File: config.mk
export PLATFORM = sky130hd
export DESIGN_NAME = multi_reset_ctrl
export DESIGN_NICKNAME = d
export VERILOG_FILES = /design/src/rtl/rstc_pkg.sv /design/src/rtl/rstc_seq.sv /design/src/rtl/rstc_cfg_capture.sv /design/src/rtl/rstc_rel_sync.sv /design/src/rtl/multi_reset_ctrl.sv
export SDC_FILE = /design/constraint.sdc
export NUM_CORES = 1
export LEC_CHECK = 0
export ABC_AREA = 0
export BUFFER_PORTS_ARGS = -buffer_cell sky130_fd_sc_hd__buf_2
export CORE_MARGIN = 4
export CORE_UTILIZATION = 57
export DETAILED_ROUTE_END_ITERATION = 10
export PLACE_DENSITY = 0.82
export SKIP_CTS_REPAIR_TIMING = 1
export SLEW_MARGIN = 25
export SYNTH_ARGS = -nofsm -noshare
export SYNTH_HDL_FRONTEND = slang
export SYNTH_SLANG_ARGS = --single-unit
File: constraint.sdc
create_clock -name clk -period 3 [get_ports clk]
set_input_delay 0.3 -clock clk [delete_from_list [all_inputs] [get_ports clk]]
set_output_delay 0.3 -clock clk [all_outputs]
set_load 0.02 [all_outputs]
File: src/rtl/rstc_pkg.sv
package rstc_pkg;

  typedef enum logic [1:0] {
    KIND_POR  = 2'd0,
    KIND_COLD = 2'd1,
    KIND_SOFT = 2'd2
  } rst_kind_e;

  typedef enum logic [1:0] {
    ST_HOLD = 2'd0,
    ST_IDLE = 2'd1,
    ST_HARD = 2'd2,
    ST_SOFT = 2'd3
  } seq_state_e;

  localparam int DOM_CORE = 0;
  localparam int DOM_EXT  = 1;
  localparam int NUM_DOM  = 2;

  // Domains each reset kind pulls low.
  function automatic logic [NUM_DOM-1:0] kind_dom_mask(rst_kind_e k);
    logic [NUM_DOM-1:0] m;
    m = '1;
    if (k == KIND_SOFT) begin
      m = '0;
      m[DOM_EXT] = 1'b1;
    end
    return m;
  endfunction

  function automatic rst_kind_e hard_kind(logic por);
    return por ? KIND_POR : KIND_COLD;
  endfunction

endpackage

File: src/rtl/rstc_seq.sv
module rstc_seq
  import rstc_pkg::*;
(
  input  logic               clk,
  input  logic               arst_n,
  input  logic               hard_req,
  input  logic               soft_req,
  input  logic               pwr_on_det,
  input  logic               bus_grant,
  input  logic               resp_valid,
  input  logic               cap_done,
  output seq_state_e         state_o,
  output rst_kind_e          kind_o,
  output logic               cap_start,
  output logic [NUM_DOM-1:0] dom_req
);

  seq_state_e state, state_nxt;
  rst_kind_e  kind, kind_nxt;
  logic       bus_quiet, hard_acc, soft_acc, reqs_gone;

  assign bus_quiet = !bus_grant && !resp_valid;
  assign hard_acc  = hard_req && bus_quiet;
  assign soft_acc  = soft_req && bus_quiet;
  assign reqs_gone = !hard_req && !soft_req;

  always_comb begin
    state_nxt = state;
    kind_nxt  = kind;
    cap_start = 1'b0;
    case (state)
      ST_HOLD, ST_IDLE, ST_SOFT: begin
        if (hard_acc) begin
          state_nxt = ST_HARD;
          kind_nxt  = hard_kind(pwr_on_det);
          cap_start = 1'b1;
        end else if (state == ST_IDLE && soft_acc) begin
          state_nxt = ST_SOFT;
          kind_nxt  = KIND_SOFT;
        end else if (state == ST_SOFT && reqs_gone) begin
          state_nxt = ST_IDLE;
        end
      end
      ST_HARD: if (cap_done && reqs_gone) state_nxt = ST_IDLE;
      default: state_nxt = ST_HOLD;
    endcase
  end

  always_comb begin
    case (state)
      ST_HOLD: dom_req = '1;
      ST_IDLE: dom_req = '0;
      default: dom_req = kind_dom_mask(kind);
    endcase
  end

  always_ff @(posedge clk or negedge arst_n) begin
    if (!arst_n) begin
      state <= ST_HOLD;
      kind  <= KIND_POR;
    end else begin
      state <= state_nxt;
      kind  <= kind_nxt;
    end
  end

  assign state_o = state;
  assign kind_o  = kind;

endmodule

File: src/rtl/rstc_cfg_capture.sv
module rstc_cfg_capture #(
  parameter int CFG_W = 64
) (
  input  logic             clk,
  input  logic             arst_n,
  input  logic             start,
  input  logic             mode_din,
  output logic             mode_clk,
  output logic [CFG_W-1:0] cfg_word,
  output logic             cfg_valid,
  output logic             busy,
  output logic             done
);

  localparam int CW = $clog2(CFG_W + 1);

  logic [CW-1:0]    cnt;
  logic [CFG_W-1:0] sh;
  logic             last;

  // Newest bit enters at the top; after CFG_W shifts the first bit sits at bit 0.
  function automatic logic [CFG_W-1:0] shift_in(logic [CFG_W-1:0] cur, logic b);
    return {b, cur[CFG_W-1:1]};
  endfunction

  assign busy = (cnt != CW'(CFG_W));
  assign done = !busy;
  assign last = (cnt == CW'(CFG_W - 1));

  always_ff @(posedge clk or negedge arst_n) begin
    if (!arst_n) begin
      cnt       <= CW'(CFG_W);
      sh        <= '0;
      cfg_valid <= 1'b0;
      mode_clk  <= 1'b0;
    end else if (start) begin
      cnt       <= '0;
      cfg_valid <= 1'b0;
      mode_clk  <= 1'b0;
    end else if (busy) begin
      sh       <= shift_in(sh, mode_din);
      cnt      <= cnt + CW'(1);
      mode_clk <= last ? 1'b0 : ~mode_clk;
      if (last) cfg_valid <= 1'b1;
    end
  end

  assign cfg_word = sh;

endmodule

File: src/rtl/rstc_rel_sync.sv
module rstc_rel_sync #(
  parameter int STAGES = 2
) (
  input  logic clk,
  input  logic arst_n,
  input  logic hold,
  output logic rst_n
);

  logic [STAGES-1:0] chain;

  always_ff @(posedge clk or negedge arst_n) begin
    if (!arst_n)   chain <= '0;
    else if (hold) chain <= '0;
    else           chain <= {chain[STAGES-2:0], 1'b1};
  end

  assign rst_n = chain[STAGES-1];

endmodule

File: src/rtl/multi_reset_ctrl.sv
module multi_reset_ctrl
  import rstc_pkg::*;
#(
  parameter int CFG_W       = 64,
  parameter int SYNC_STAGES = 2
) (
  input  logic             clk,
  input  logic             arst_n,
  input  logic             hard_req,
  input  logic             soft_req,
  input  logic             pwr_on_det,
  input  logic             bus_grant,
  input  logic             resp_valid,
  input  logic             mode_din,
  output logic             mode_clk,
  output logic [CFG_W-1:0] cfg_word,
  output logic             cfg_valid,
  output logic [1:0]       rst_kind,
  output logic             rst_core_n,
  output logic             rst_ext_n
);

  seq_state_e         seq_state;
  rst_kind_e          seq_kind;
  logic               cap_start, cap_busy, cap_done;
  logic [NUM_DOM-1:0] dom_req, dom_rst_n;

  rstc_seq u_seq (
    .clk        (clk),
    .arst_n     (arst_n),
    .hard_req   (hard_req),
    .soft_req   (soft_req),
    .pwr_on_det (pwr_on_det),
    .bus_grant  (bus_grant),
    .resp_valid (resp_valid),
    .cap_done   (cap_done),
    .state_o    (seq_state),
    .kind_o     (seq_kind),
    .cap_start  (cap_start),
    .dom_req    (dom_req)
  );

  rstc_cfg_capture #(.CFG_W(CFG_W)) u_cap (
    .clk       (clk),
    .arst_n    (arst_n),
    .start     (cap_start),
    .mode_din  (mode_din),
    .mode_clk  (mode_clk),
    .cfg_word  (cfg_word),
    .cfg_valid (cfg_valid),
    .busy      (cap_busy),
    .done      (cap_done)
  );

  for (genvar d = 0; d < NUM_DOM; d++) begin : g_dom
    rstc_rel_sync #(.STAGES(SYNC_STAGES)) u_sync (
      .clk    (clk),
      .arst_n (arst_n),
      .hold   (dom_req[d]),
      .rst_n  (dom_rst_n[d])
    );
  end

  assign rst_kind   = seq_kind;
  assign rst_core_n = dom_rst_n[DOM_CORE];
  assign rst_ext_n  = dom_rst_n[DOM_EXT];

endmodule

==> metrics.txt <==
DR vias=1881; die area=7100 µm²; P_leak=1.89 nW; Num Clock Sinks=81; Syn Std Cell Area=3310 µm²; die height=84.3 µm; setup TNS=0 ps; DIE WIDTH=84.3 µm; H-tree depth=3; Slew HR=53.6%; Synth async-reset ratio=100%; total track usage=17.3%; Final Hold Fails=25; r2r startpoint=u_cap.cnt[0]; detailed router's first-iteration violation count=69; GR Overflow Total=0; layout cell share with drive strength beyond 1=55.1%; switch share=22.8%; Post-synth EDFFs=0; maximum vdd ir drop=345 µV; num rows=27; clk_skew=9.67 ps; first-pass detailed-route iteration total=4; outcome=complete, but fails checks; number of global-route vias before repair=1899; pin count of the biggest net entering global routing=82; Slew Limit Fails=0; clock share of power=36.5%; first-pass GRT wire length=9510 µm; Syn. warnings=0; violated checks=negative hold slack; r2r setup slk=790 ps; Final setup violation count=0; CTS tree=yes; # DRC=0; WL/cell=15.3 µm; Worst R2R End=u_cap.cfg_word[28]; Seq pwr share=56.3%; Antenna Violating Nets Remaining=0; CP max-delay cell=nand2_4; CP cell instances=inv_1 > ha_1 > nor4b_4 > nand3b_2 > nand2_4 > buf_12 > mux2_2; cell with the most instances after synthesis=dfrtp_1; Gate Count Post-Synth=209; Worst setup EP type=flop; post-synth top area cell=dfrtp_1; clk_lat worst skew=340 ps; fmax=452 MHz; Yosys cell types=34; # fillers=396; total of max-cap violations=0; worst hold slack=-14.8 ps; Pint=1.58 mW; crit path kind=reg -> reg; Worst Setup Start Kind=flop; min Tclk post-route=2210 ps; Sequential Area=2030 µm²; final WL=5610 µm; antenna cell count=0; HPWL after DPL=3910 µm; Multi-input gate area=1170 µm²; initial antenna violation count=0; core area=5570 µm²; CTS clk-pin slew, worst paths=80 ps; r2r worst-path depth=7; Synth Register Bits=81; unrepaired setup endpoints after global routing=no; post-route clock period utilization=73.8%; Yosys top cell area share=60.4%; top cells by count, synth=dfrtp_1 (80), mux2_2 (37), mux2_4 (27); total CTS buffers=9; synthesized area per cell=15.9 µm²; Port Buffers=77; slowest stage delay, CP=430 ps; Buf/Inv on CP=2; power per cell area=524 nW/µm²; delay-heaviest family, CP=simple AND/OR/NAND/NOR gates; prevailing post-synth register cell=dfrtp_1; Least-Margin Pin Slew=696 ps; post-synthesis sequential area ratio=61.2%; Vias/cell=5.14; CP Data Required Time=3230 ps; I/O pins=78; Net Sw Power=0.467 mW; Root Buffer=clkbuf_8; gp weighted congestion=0.788; Post-Syn Nets=219; Bufs on Longest Clock Path=2; Hold Path Class=in -> async; Starting Density=59.5%; Arr. time, crit path=2440 ps; Area Growth Syn to Fin=17.8%; Area contributors post-synth=dfrtp_1 (60%), mux2_2 (13%), mux2_4 (12%); Core Util, Final=70.1%; combinational share of power=7.2%; Total Nets Final=301; worst-path fanout max=32
==> cell families (layout without fill, tap and decap cells) <==
group	Yosys count	in the layout	share of synthesized area [%]
compound gates	16	16	3.21
xor+xnor	5	5	1.32
fa+ha+maj	2	2	0.755
buf+inv	13	98	3.78
flops	81	81	61.2
mux	64	64	24.8
simple gates	28	28	4.95
==> metal layers <==
layer / wire, µm / vias to the layer above / global-route usage (%)
met1: 2600 / 926 / 23.5
li1: - / 895 / -
met2: 2640 / 54 / 25.6
met3: 290 / 6 / 3.93
met4: 85 / 0 / 10.1
met5: 0 / - / 0
==> metrics by stage <==
| stage | hold WS, ps | instances | worst slack (ps) | total power, mW | area, µm² |
|---|---|---|---|---|---|
| 2_1_floorplan | 4.41 | 209 | 1250 | 1.25 | 3310 |
| 3_3_place_gp | 435 | 352 | 862 | 1.32 | 3720 |
| 3_5_place_dp | 443 | 352 | 781 | 1.32 | 3720 |
| 4_1_cts | 110 | 366 | 769 | 2.07 | 3900 |
| 5_1_grt | 40.6 | 366 | 638 | 2.13 | 3910 |
| 6_report | -14.8 | 366 | 787 | 2.05 | 3910 |
==> sequential cells by signal (all words and copies together) (netlist names) <==
name	count
u_cap.cnt	7
u_cap.mode_clk	1
u_seq.state_o	2
u_cap.cfg_valid	1
u_seq.kind_o	2
g_dom.u_sync.chain	4
u_cap.cfg_word	64
==> worst max path at each step <==
| stage | start | to | slack [ps] | cells past startpoint |
|---|---|---|---|---|
| after floorplan | u_cap.cnt[0] | u_cap.cfg_word[0] | 1250 | 8 |
| after global placement | u_cap.cnt[0] | u_cap.cfg_word[20] | 860 | 7 |
| after detailed placement | u_cap.cnt[0] | u_cap.cfg_word[28] | 780 | 7 |
| after CTS | u_cap.cnt[0] | u_cap.cfg_word[28] | 770 | 7 |
| after global routing | u_cap.cnt[0] | u_cap.cfg_word[28] | 640 | 7 |
| final | u_cap.cnt[0] | u_cap.cfg_word[28] | 790 | 7 |
==> layout by cell type, fill, tap and decap left out, types with 2 or more instances in the layout <==
cell	n
and2_1	2
ha_1	2
mux2_2	37
mux2_4	27
a21oi_1	4
nand2_1	4
nor2_1	8
nand3_1	5
clkinv_2	3
clkbuf_8	10
inv_1	5
o21ai_0	4
buf_2	76
xor2_1	4
dfrtp_1	80
==> power by group through the flow <==
stage	logic, mW	registers, mW	clock network, mW
floorplan	0.0381	1.21	0
global placement	0.147	1.17	0
detailed placement	0.150	1.17	0
CTS	0.150	1.15	0.768
global route	0.160	1.16	0.814
finish	0.147	1.15	0.747
==> layout make-up <==
| class | count | area share [%] |
|---|---|---|
| clock buffer | 10 | 3.52 |
| clock inverter | 4 | 1.15 |
| inverter | 5 | 0.481 |
| multi-input combinational | 115 | 29.9 |
| sequential | 81 | 51.9 |
| tap | 72 | 2.31 |
| timing repair buffer | 79 | 10.7 |
(Power assumes the default switching activity.)
